[src/rtl/quad_pkg.sv]
// Package: shared step encoding and phase mapping for the quadrature decoder.
// Assumes channel inputs are already synchronous to clk.
package quad_pkg;

    // Outcome of comparing the previous and present channel samples.
    typedef enum logic [1:0] {
        STEP_HOLD = 2'd0,
        STEP_FWD  = 2'd1,
        STEP_BACK = 2'd2,
        STEP_SKIP = 2'd3
    } step_t;

    // Map the (A,B) pair onto its position in the four-phase Gray cycle:
    // (1,0)->0, (1,1)->1, (0,1)->2, (0,0)->3.
    function automatic logic [1:0] phase_of(input logic a, input logic b);
        return {~a, ~(a ^ b)};
    endfunction

endpackage

[src/rtl/quad_phase_tracker.sv]
// Module: quad_phase_tracker
// Keeps the phase sampled on the previous clock and classifies the step
// to the present sample as hold, forward, backward or skip.
// Assumes: inputs synchronous; during reset the stored phase follows the
// inputs so that the first sample after reset sees no movement.
module quad_phase_tracker
    import quad_pkg::*;
(
    input  logic  clk,
    input  logic  rst_n,
    input  logic  chan_a,
    input  logic  chan_b,
    output step_t step
);

    localparam int PH_W = 2;

    logic [PH_W-1:0] prev_ph;
    logic [PH_W-1:0] cur_ph;
    logic [PH_W-1:0] delta;

    assign cur_ph = phase_of(chan_a, chan_b);
    assign delta  = PH_W'(cur_ph - prev_ph);

    // Purpose: remember the phase of the last sample (loaded from inputs in reset).
    always_ff @(posedge clk) begin
        prev_ph <= cur_ph;
    end

    // Purpose: translate the modular phase difference into a step code.
    always_comb begin
        unique case (delta)
            2'd0:    step = STEP_HOLD;
            2'd1:    step = STEP_FWD;
            2'd3:    step = STEP_BACK;
            default: step = STEP_SKIP;
        endcase
    end

    // A held input pair must never be classified as movement.
    p_hold_when_same_r4: assert property (@(posedge clk) disable iff (!rst_n)
        $stable({chan_a, chan_b}) |-> (step == STEP_HOLD));

endmodule

[src/rtl/quad_pos_counter.sv]
// Module: quad_pos_counter
// Wrapping up/down counter driven by the step code, plus the registered
// one-cycle flag for a skipped phase.
// Assumes: step is valid every cycle; reset is synchronous and active low.
module quad_pos_counter
    import quad_pkg::*;
#(
    parameter int POS_W = 16
) (
    input  logic             clk,
    input  logic             rst_n,
    input  step_t            step,
    output logic [POS_W-1:0] position,
    output logic             bad_step
);

    localparam logic [POS_W-1:0] ONE = POS_W'(1);

    logic [POS_W-1:0] pos_next;

    // Purpose: select the next count; overflow and underflow wrap naturally.
    always_comb begin
        unique case (step)
            STEP_FWD:  pos_next = position + ONE;
            STEP_BACK: pos_next = position - ONE;
            default:   pos_next = position;
        endcase
    end

    // Purpose: register the count and the skip flag with synchronous clear.
    always_ff @(posedge clk) begin
        if (!rst_n) begin
            position <= '0;
            bad_step <= 1'b0;
        end else begin
            position <= pos_next;
            bad_step <= (step == STEP_SKIP);
        end
    end

    // The count moves by at most one per clock (R2, R3, R6 wrap included).
    p_step_bound_r2: assert property (@(posedge clk) disable iff (!rst_n)
        1'b1 |=> ((position == $past(position)) ||
                  (position == POS_W'($past(position) + ONE)) ||
                  (position == POS_W'($past(position) - ONE))));

    // A raised skip flag comes with an untouched count.
    p_skip_holds_r5: assert property (@(posedge clk) disable iff (!rst_n)
        bad_step |-> $stable(position));

endmodule

[src/rtl/quad_decoder_4x.sv]
// Module: quad_decoder_4x (top)
// 4x quadrature decoder: every edge of A or B moves a wrapping position
// count by one; two-phase jumps are flagged and not counted.
// Assumes: channels filtered and synchronous, each phase held >= 1 clock.
module quad_decoder_4x
    import quad_pkg::*;
#(
    parameter int POS_W = 16
) (
    input  logic             clk,
    input  logic             rst_n,
    input  logic             chan_a,
    input  logic             chan_b,
    output logic [POS_W-1:0] position,
    output logic             bad_step
);

    step_t step;

    quad_phase_tracker u_track (
        .clk    (clk),
        .rst_n  (rst_n),
        .chan_a (chan_a),
        .chan_b (chan_b),
        .step   (step)
    );

    quad_pos_counter #(.POS_W(POS_W)) u_count (
        .clk      (clk),
        .rst_n    (rst_n),
        .step     (step),
        .position (position),
        .bad_step (bad_step)
    );

    // Forward phase step at the ports adds one on the next sample.
    p_fwd_count_r2: assert property (@(posedge clk) disable iff (!rst_n)
        (2'(phase_of(chan_a, chan_b) - phase_of($past(chan_a), $past(chan_b))) == 2'd1)
        |=> (position == POS_W'($past(position) + POS_W'(1))) && !bad_step);

    // Backward phase step subtracts one.
    p_back_count_r3: assert property (@(posedge clk) disable iff (!rst_n)
        (2'(phase_of(chan_a, chan_b) - phase_of($past(chan_a), $past(chan_b))) == 2'd3)
        |=> (position == POS_W'($past(position) - POS_W'(1))) && !bad_step);

    // Unchanged inputs keep the outputs quiet.
    p_idle_quiet_r4: assert property (@(posedge clk) disable iff (!rst_n)
        $stable({chan_a, chan_b}) |=> $stable(position) && !bad_step);

    // Two-phase jump is flagged and not counted.
    p_jump_flag_r5: assert property (@(posedge clk) disable iff (!rst_n)
        (2'(phase_of(chan_a, chan_b) - phase_of($past(chan_a), $past(chan_b))) == 2'd2)
        |=> $stable(position) && bad_step);

endmodule

[config.mk]
export PLATFORM = sky130hd
export DESIGN_NAME = quad_decoder_4x
export DESIGN_NICKNAME = d
export VERILOG_FILES = /design/src/rtl/quad_pkg.sv /design/src/rtl/quad_phase_tracker.sv /design/src/rtl/quad_pos_counter.sv /design/src/rtl/quad_decoder_4x.sv
export SDC_FILE = /design/constraint.sdc
export NUM_CORES = 1
export LEC_CHECK = 0
export ABC_CLOCK_PERIOD_IN_PS = 11450
export CAP_MARGIN = 10
export CORE_MARGIN = 4
export CORE_UTILIZATION = 45
export CTS_CLUSTER_SIZE = 28
export DETAILED_ROUTE_END_ITERATION = 6
export GPL_TIMING_DRIVEN = 0
export PLACE_DENSITY = 0.78
export SLEW_MARGIN = 20
export SYNTH_ARGS = -nofsm -noshare
export SYNTH_HDL_FRONTEND = slang
export SYNTH_HIERARCHICAL = 1
export SYNTH_SLANG_ARGS = --single-unit
[constraint.sdc]
create_clock -name clk -period 11.45 [get_ports clk]
set_clock_uncertainty 0.15 [all_clocks]
set_input_delay 3.435 -clock clk [delete_from_list [all_inputs] [get_ports clk]]
set_output_delay 3.435 -clock clk [all_outputs]
set_load 0.05 [all_outputs]
# == Yosys cells after proc, flatten, opt, wreduce, memory -nomap -nowiden ==
# Index checks and enable logic that the tools add are counted.
# op_classes
n_eq_ne,5
add_sub_neg,3
reduce_logical,2
muxes,2
bitwise_logic,3
# ops
operator,count
$pmux 16 s2,1
$add 16x1->16 const B,1
$sub 16x1->16 const B,1
$eq 2x2->1 const B,3
$pmux 2 s3,1
$eq 2x1->1 const B,2
$logic_not 2->1,1
$not 1->1,2
$reduce_bool 2->1,1
$sub 2x2->2,1
$xor 1x1->1,1
# word_totals
register_bits,19
input_bits,4
elab_cells,18
out_inout_bits,17

# == Logic depth before layout (Yosys ltp) ==
# logic_depth
word_depth,7
depth_mapped,19
depth_no_buf,14

# == By module ==
# The synthesis kept the hierarchy.
# modules_own_cells
mod,cells_each,n_inst,seq_area_each_um2,area_each_um2
quad_pos_counter,231,1,340.3,1775.5
quad_phase_tracker,11,1,40.0,131.4

# == Worst setup path after synthesis ==
# No wires, ideal clock.
# synth_path
kind,input port to flip-flop
from,in chan_a
to,reg u_count.position[10]
path_stages,19
setup_ns,0.115
setup_slack_ns,4.202
t_arrival_ns,6.983
path_cell_list,xor2_1 > ha_1 > xnor3_1 > ha_1 > or2_2 > ha_1 > buf_2 > buf_4 > buf_2 > buf_4 > buf_2 > xor2_1 > ha_1 > nand4b_1 > o32a_1 > or4_1 > nand4b_1 > xor2_1 > and2_1
# synth_via
elab_chain_len,7
# synth_rtl
item,line_no,text
from (decl),quad_decoder_4x.sv:12,"input logic chan_a,"
$xor 1x1->1,quad_pkg.sv:16,"return {~a, ~(a ^ b)};"
$not 1->1,quad_pkg.sv:16,
$sub 2x2->2 (*),quad_phase_tracker.sv:23,assign delta = PH_W'(cur_ph - prev_ph);
$eq 2x2->1 (tied with other cells),quad_phase_tracker.sv:32,unique case (delta)
$pmux 2 s3 (*),quad_phase_tracker.sv:32,
named net step[1],quad_decoder_4x.sv:18,step_t step;
$eq 2x2->1 or $eq 2x1->1 (tied branches),quad_pos_counter.sv:23,unique case (step)
$pmux 16 s2 or $reduce_bool 2->1 (tied branches),--,
to (signal assigned),quad_pos_counter.sv:36,position <= pos_next;
to (decl),quad_pos_counter.sv:13,"output logic [POS_W-1:0] position,"
# Mark *: on every way through the listed nets, which the timed path passes. The rest lies on a longest branch.
# A chain may end at the register's enable or synchronous reset.

# == Worst setup path in the final report ==
# Same ends and word-level chain as after synthesis.

==> impl_summary.md <==
CTS
The largest buffer count on any clock path is 2. After clock tree synthesis, the repair step resized 0 gates. The post-CTS setup-driven buffer insertion count is 0. In this run the number of H-tree levels came out at 1.

CTS saw 19 sinks. Buffers inserted to repair hold after CTS numbered 0. The number of clock buffers added by TritonCTS is 3. The CTS clock-pin slew for the worst setup and hold paths is ~0.08 ns. The CTS tree is yes. The root cell of the clock tree is sky130_fd_sc_hd__clkbuf_8. The source-to-sink clock delay at the later pin of the worst-skew pair is between 0.2 and 0.3 ns.

Route
Dividing the detail-routed wire length by the instance count gives approximately 16 um. The number of optimization iterations in the first detailed-route pass is 4. Wires add up to between 5 and 6 mm.

The routed via count divided by cell count is 6.15. The routed layout has about 2000 vias. The number of design rule violations left after detail routing is 0.

In this run the remaining antenna-violating nets after routing total 0. The number of DRC markers in iteration 0 is about 130.

Layout
The filler cells instantiated in the layout total 388. The number of antenna diodes is 0. After the last flow step, the layout net total stands at 278.

Leaving out fill and tap cells, the most frequent cell in the layout is sky130_fd_sc_hd__clkdlybuf4s50_1. In the final layout, the share of cells above drive strength 1 is around 7.1%. The signed area change from the synthesized netlist to the final layout is 16.1%. In the layout the commonest cells are sky130_fd_sc_hd__clkdlybuf4s50_1, sky130_fd_sc_hd__dfxtp_1, sky130_fd_sc_hd__clkbuf_1.

Critical path
The data arrival time of the critical path is 8.07 ns. The critical path starts at chan_a. The worst setup path is captured at a flop. The endpoint identified for the worst register-to-register timing path is u_count/position[10]$_SDFFE_PN0P_. STA classifies the critical path startpoint as a primary input. The maximum fanout along the worst path is 10. The startpoint of the most critical register-to-register path is u_track/prev_ph[0]$_DFF_P_. The number of cells on the worst reg-to-reg path is 18. The end point of the critical path is u_count/position[10]$_SDFFE_PN0P_. By startpoint and endpoint, the worst setup path is classified as in2reg. The required time reported for the critical path endpoint is between 10 and 15 ns. The internal reg-to-reg setup slack is around 7.0 ns.

Hold path
The path class of the tightest hold or removal check is reg2reg. The worst hold path cell count is 2.

Timing
The total negative slack is 0 ns. For the pin with the worst max-slew slack, the measured transition is approximately 0.60 ns. The post-route clock period utilization is 70.4%. The number of failing setup endpoints in the final timing report is 0.

The clock period could shrink to 8.06 ns. The final count of hold timing violations is 0. Setup repair after global routing left no endpoint under its margin.

Across all setup checks in the final design, the least slack found is around 3.4 ns. In this run the tightest slew margin relative to its limit is between 60% and 70%. Static timing analysis puts the maximum clock frequency at 124 MHz. The number of pins exceeding their max-slew limit in the final report is 0.

GRT
The first global-routing pass estimated 8.67 mm of wire. Global routing consumed, over all layers together, between 20% and 30% of the routing resources. The number of global-route vias before repair is about 1900.

The number of antenna violations at the first check in global routing is 0. Entering global routing, the biggest net connects 11 pins. The total congestion overflow is 0.

Floorplanning
The die extent in x is between 70 and 80 um. The core region is between 4000 and 5000 um^2. The initial utilization of the core area, before any placement, comes to a little under half.

The total I/O pin count is 21. The floorplan die area is about 5300 um^2. The site row count is 23. Measured along the y axis, the die boundary spans between 70 and 80 um.

Placed design
Port buffering added 20 buffers. The global placer's final weighted congestion is a little under 0.9. Prior to clock tree synthesis, the placed netlist has a worst setup slack of 3.17 ns. Detailed placement ended at an HPWL of around 3.7 mm.

Synthesis
The net count after synthesis is 253. After synthesis the cells add up to 1910 um^2. The synthesis warning total is 6.

The cell count after synthesis is between 200 and 250. In this run, synthesis produced a sequential element count of 19. For this run, the leading register cell type out of synthesis is sky130_fd_sc_hd__dfxtp_1. The number of library cell types mapped by synthesis is 64. The share of flip-flops with an asynchronous set or reset after synthesis is 0%. Averaged over all synthesized cells, the footprint is between 7 and 8 um^2.

Summing the sequential cell areas from Yosys gives about a fifth of the chip area. The number of enable-type register cells in the synthesized netlist is 0.

Pwr
The leakage power figure is 0.824 nW. Dividing total power by cell area gives a power density of about 300 nW/um^2. IR analysis of the VDD net gives a maximum drop of roughly 130 uV.

Outcome
The flow ran to the end, and the final reports show no timing, DRC or antenna violations.

Flow run
The tool flagged a number of max-cap violations equal to 0.
cell usage after synthesis (5+ instances only):
cell type	number	area share, %
sky130_fd_sc_hd__nor2_1	14	2.8
sky130_fd_sc_hd__nand2_1	14	2.8
sky130_fd_sc_hd__or3_1	7	2.3
sky130_fd_sc_hd__nand2b_1	5	1.6
sky130_fd_sc_hd__buf_2	7	1.8
sky130_fd_sc_hd__clkbuf_1	14	2.8
sky130_fd_sc_hd__o21ai_1	8	2.1
sky130_fd_sc_hd__nand3b_1	5	2.0
sky130_fd_sc_hd__a31oi_1	6	2.0
sky130_fd_sc_hd__mux2i_1	5	2.6
sky130_fd_sc_hd__ha_1	7	4.6
sky130_fd_sc_hd__nor4_1	5	1.6
sky130_fd_sc_hd__dfxtp_1	19	20
sky130_fd_sc_hd__inv_1	6	1.2
sky130_fd_sc_hd__o21ai_0	10	2.6
sky130_fd_sc_hd__and2_1	7	2.3
sky130_fd_sc_hd__a21boi_1	5	2.0
sky130_fd_sc_hd__xor2_1	6	2.8
sky130_fd_sc_hd__xnor2_1	8	3.7
cells by family after synthesis:
logic type / count (synthesis) / synth area share, %
compound gates: 74 / 28.0
xor+xnor: 15 / 7.61
fa+ha+maj: 7 / 4.59
buf+inv: 32 / 7.74
flops: 19 / 19.9
mux: 5 / 2.62
simple gates: 90 / 29.5
final cells by class:
cell class,instances,area [um^2],area share [%]
buffer,26,125,5.65
clock buffer,4,45.0,2.03
inverter,6,22.5,1.02
multi-input combinational,191,1380,62.3
sequential,19,380,17.2
tap,50,62.6,2.82
timing repair buffer,20,200,9.04
stage by stage:
stage	util [%]	hold slack, ns	std cells	instance area [um^2]	total power [W]
3_3_place_gp	53.5	0.314	312	2170	0.000594
6_report	54.6	0.329	316	2210	0.000654
5_1_grt	54.6	0.356	316	2210	0.000703
3_5_place_dp	53.5	0.319	312	2170	0.000598
2_1_floorplan	-	0.533	242	1910	0.000476
4_1_cts	54.6	0.337	316	2210	0.000649
routing by layer:
metal,GRT usage [%],wire length [um],vias up
li1,-,-,951
met1,28.0,2310,917
met2,32.4,2310,68
met3,2.34,296,8
met4,6.76,100,0
met5,0,0,-
where the power goes:
group          total (W)  switching (W)  leakage, nW  internal [W]
registers       0.000117      0.0000252        0.156     0.0000916
logic           0.000488       0.000306        0.645      0.000182
clock network  0.0000489      0.0000241       0.0228     0.0000248
worst min path at each step:
stage / start / to / slack, ns
5_1_grt: u_count/position[15]$_SDFFE_PN0P_ / u_count/position[15]$_SDFFE_PN0P_ / 0.36
3_5_place_dp: u_count/position[15]$_SDFFE_PN0P_ / u_count/position[15]$_SDFFE_PN0P_ / 0.32
3_3_place_gp: u_count/position[15]$_SDFFE_PN0P_ / u_count/position[15]$_SDFFE_PN0P_ / 0.31
6_report: u_count/position[15]$_SDFFE_PN0P_ / u_count/position[15]$_SDFFE_PN0P_ / 0.33
2_1_floorplan: u_count/position[15]$_SDFFE_PN0P_ / u_count/position[15]$_SDFFE_PN0P_ / 0.53
4_1_cts: u_count/position[15]$_SDFFE_PN0P_ / u_count/position[15]$_SDFFE_PN0P_ / 0.34
worst max-delay path, stage by stage:
cell                              delay, ns
sky130_fd_sc_hd__clkdlybuf4s50_1       0.55
sky130_fd_sc_hd__xor2_1                0.17
sky130_fd_sc_hd__ha_1                  0.17
sky130_fd_sc_hd__xnor3_1               0.25
sky130_fd_sc_hd__ha_1                  0.31
sky130_fd_sc_hd__inv_1                 0.08
sky130_fd_sc_hd__ha_1                  0.20
sky130_fd_sc_hd__buf_2                 0.21
sky130_fd_sc_hd__buf_4                 0.19
sky130_fd_sc_hd__buf_2                 0.24
sky130_fd_sc_hd__buf_4                 0.21
sky130_fd_sc_hd__buf_2                 0.26
sky130_fd_sc_hd__xor2_1                0.17
sky130_fd_sc_hd__ha_1                  0.26
sky130_fd_sc_hd__nand4b_1              0.16
sky130_fd_sc_hd__o32a_1                0.36
sky130_fd_sc_hd__or4_1                 0.48
sky130_fd_sc_hd__nand4b_1              0.13
sky130_fd_sc_hd__xor2_1                0.07
sky130_fd_sc_hd__and2_1                0.15
state kept, by name, summed over array words and instances (netlist names):
signal	count
u_count/position	16
u_track/prev_ph	2
u_count/bad_step	1
Note: power is estimated with default switching activity, not from simulation.
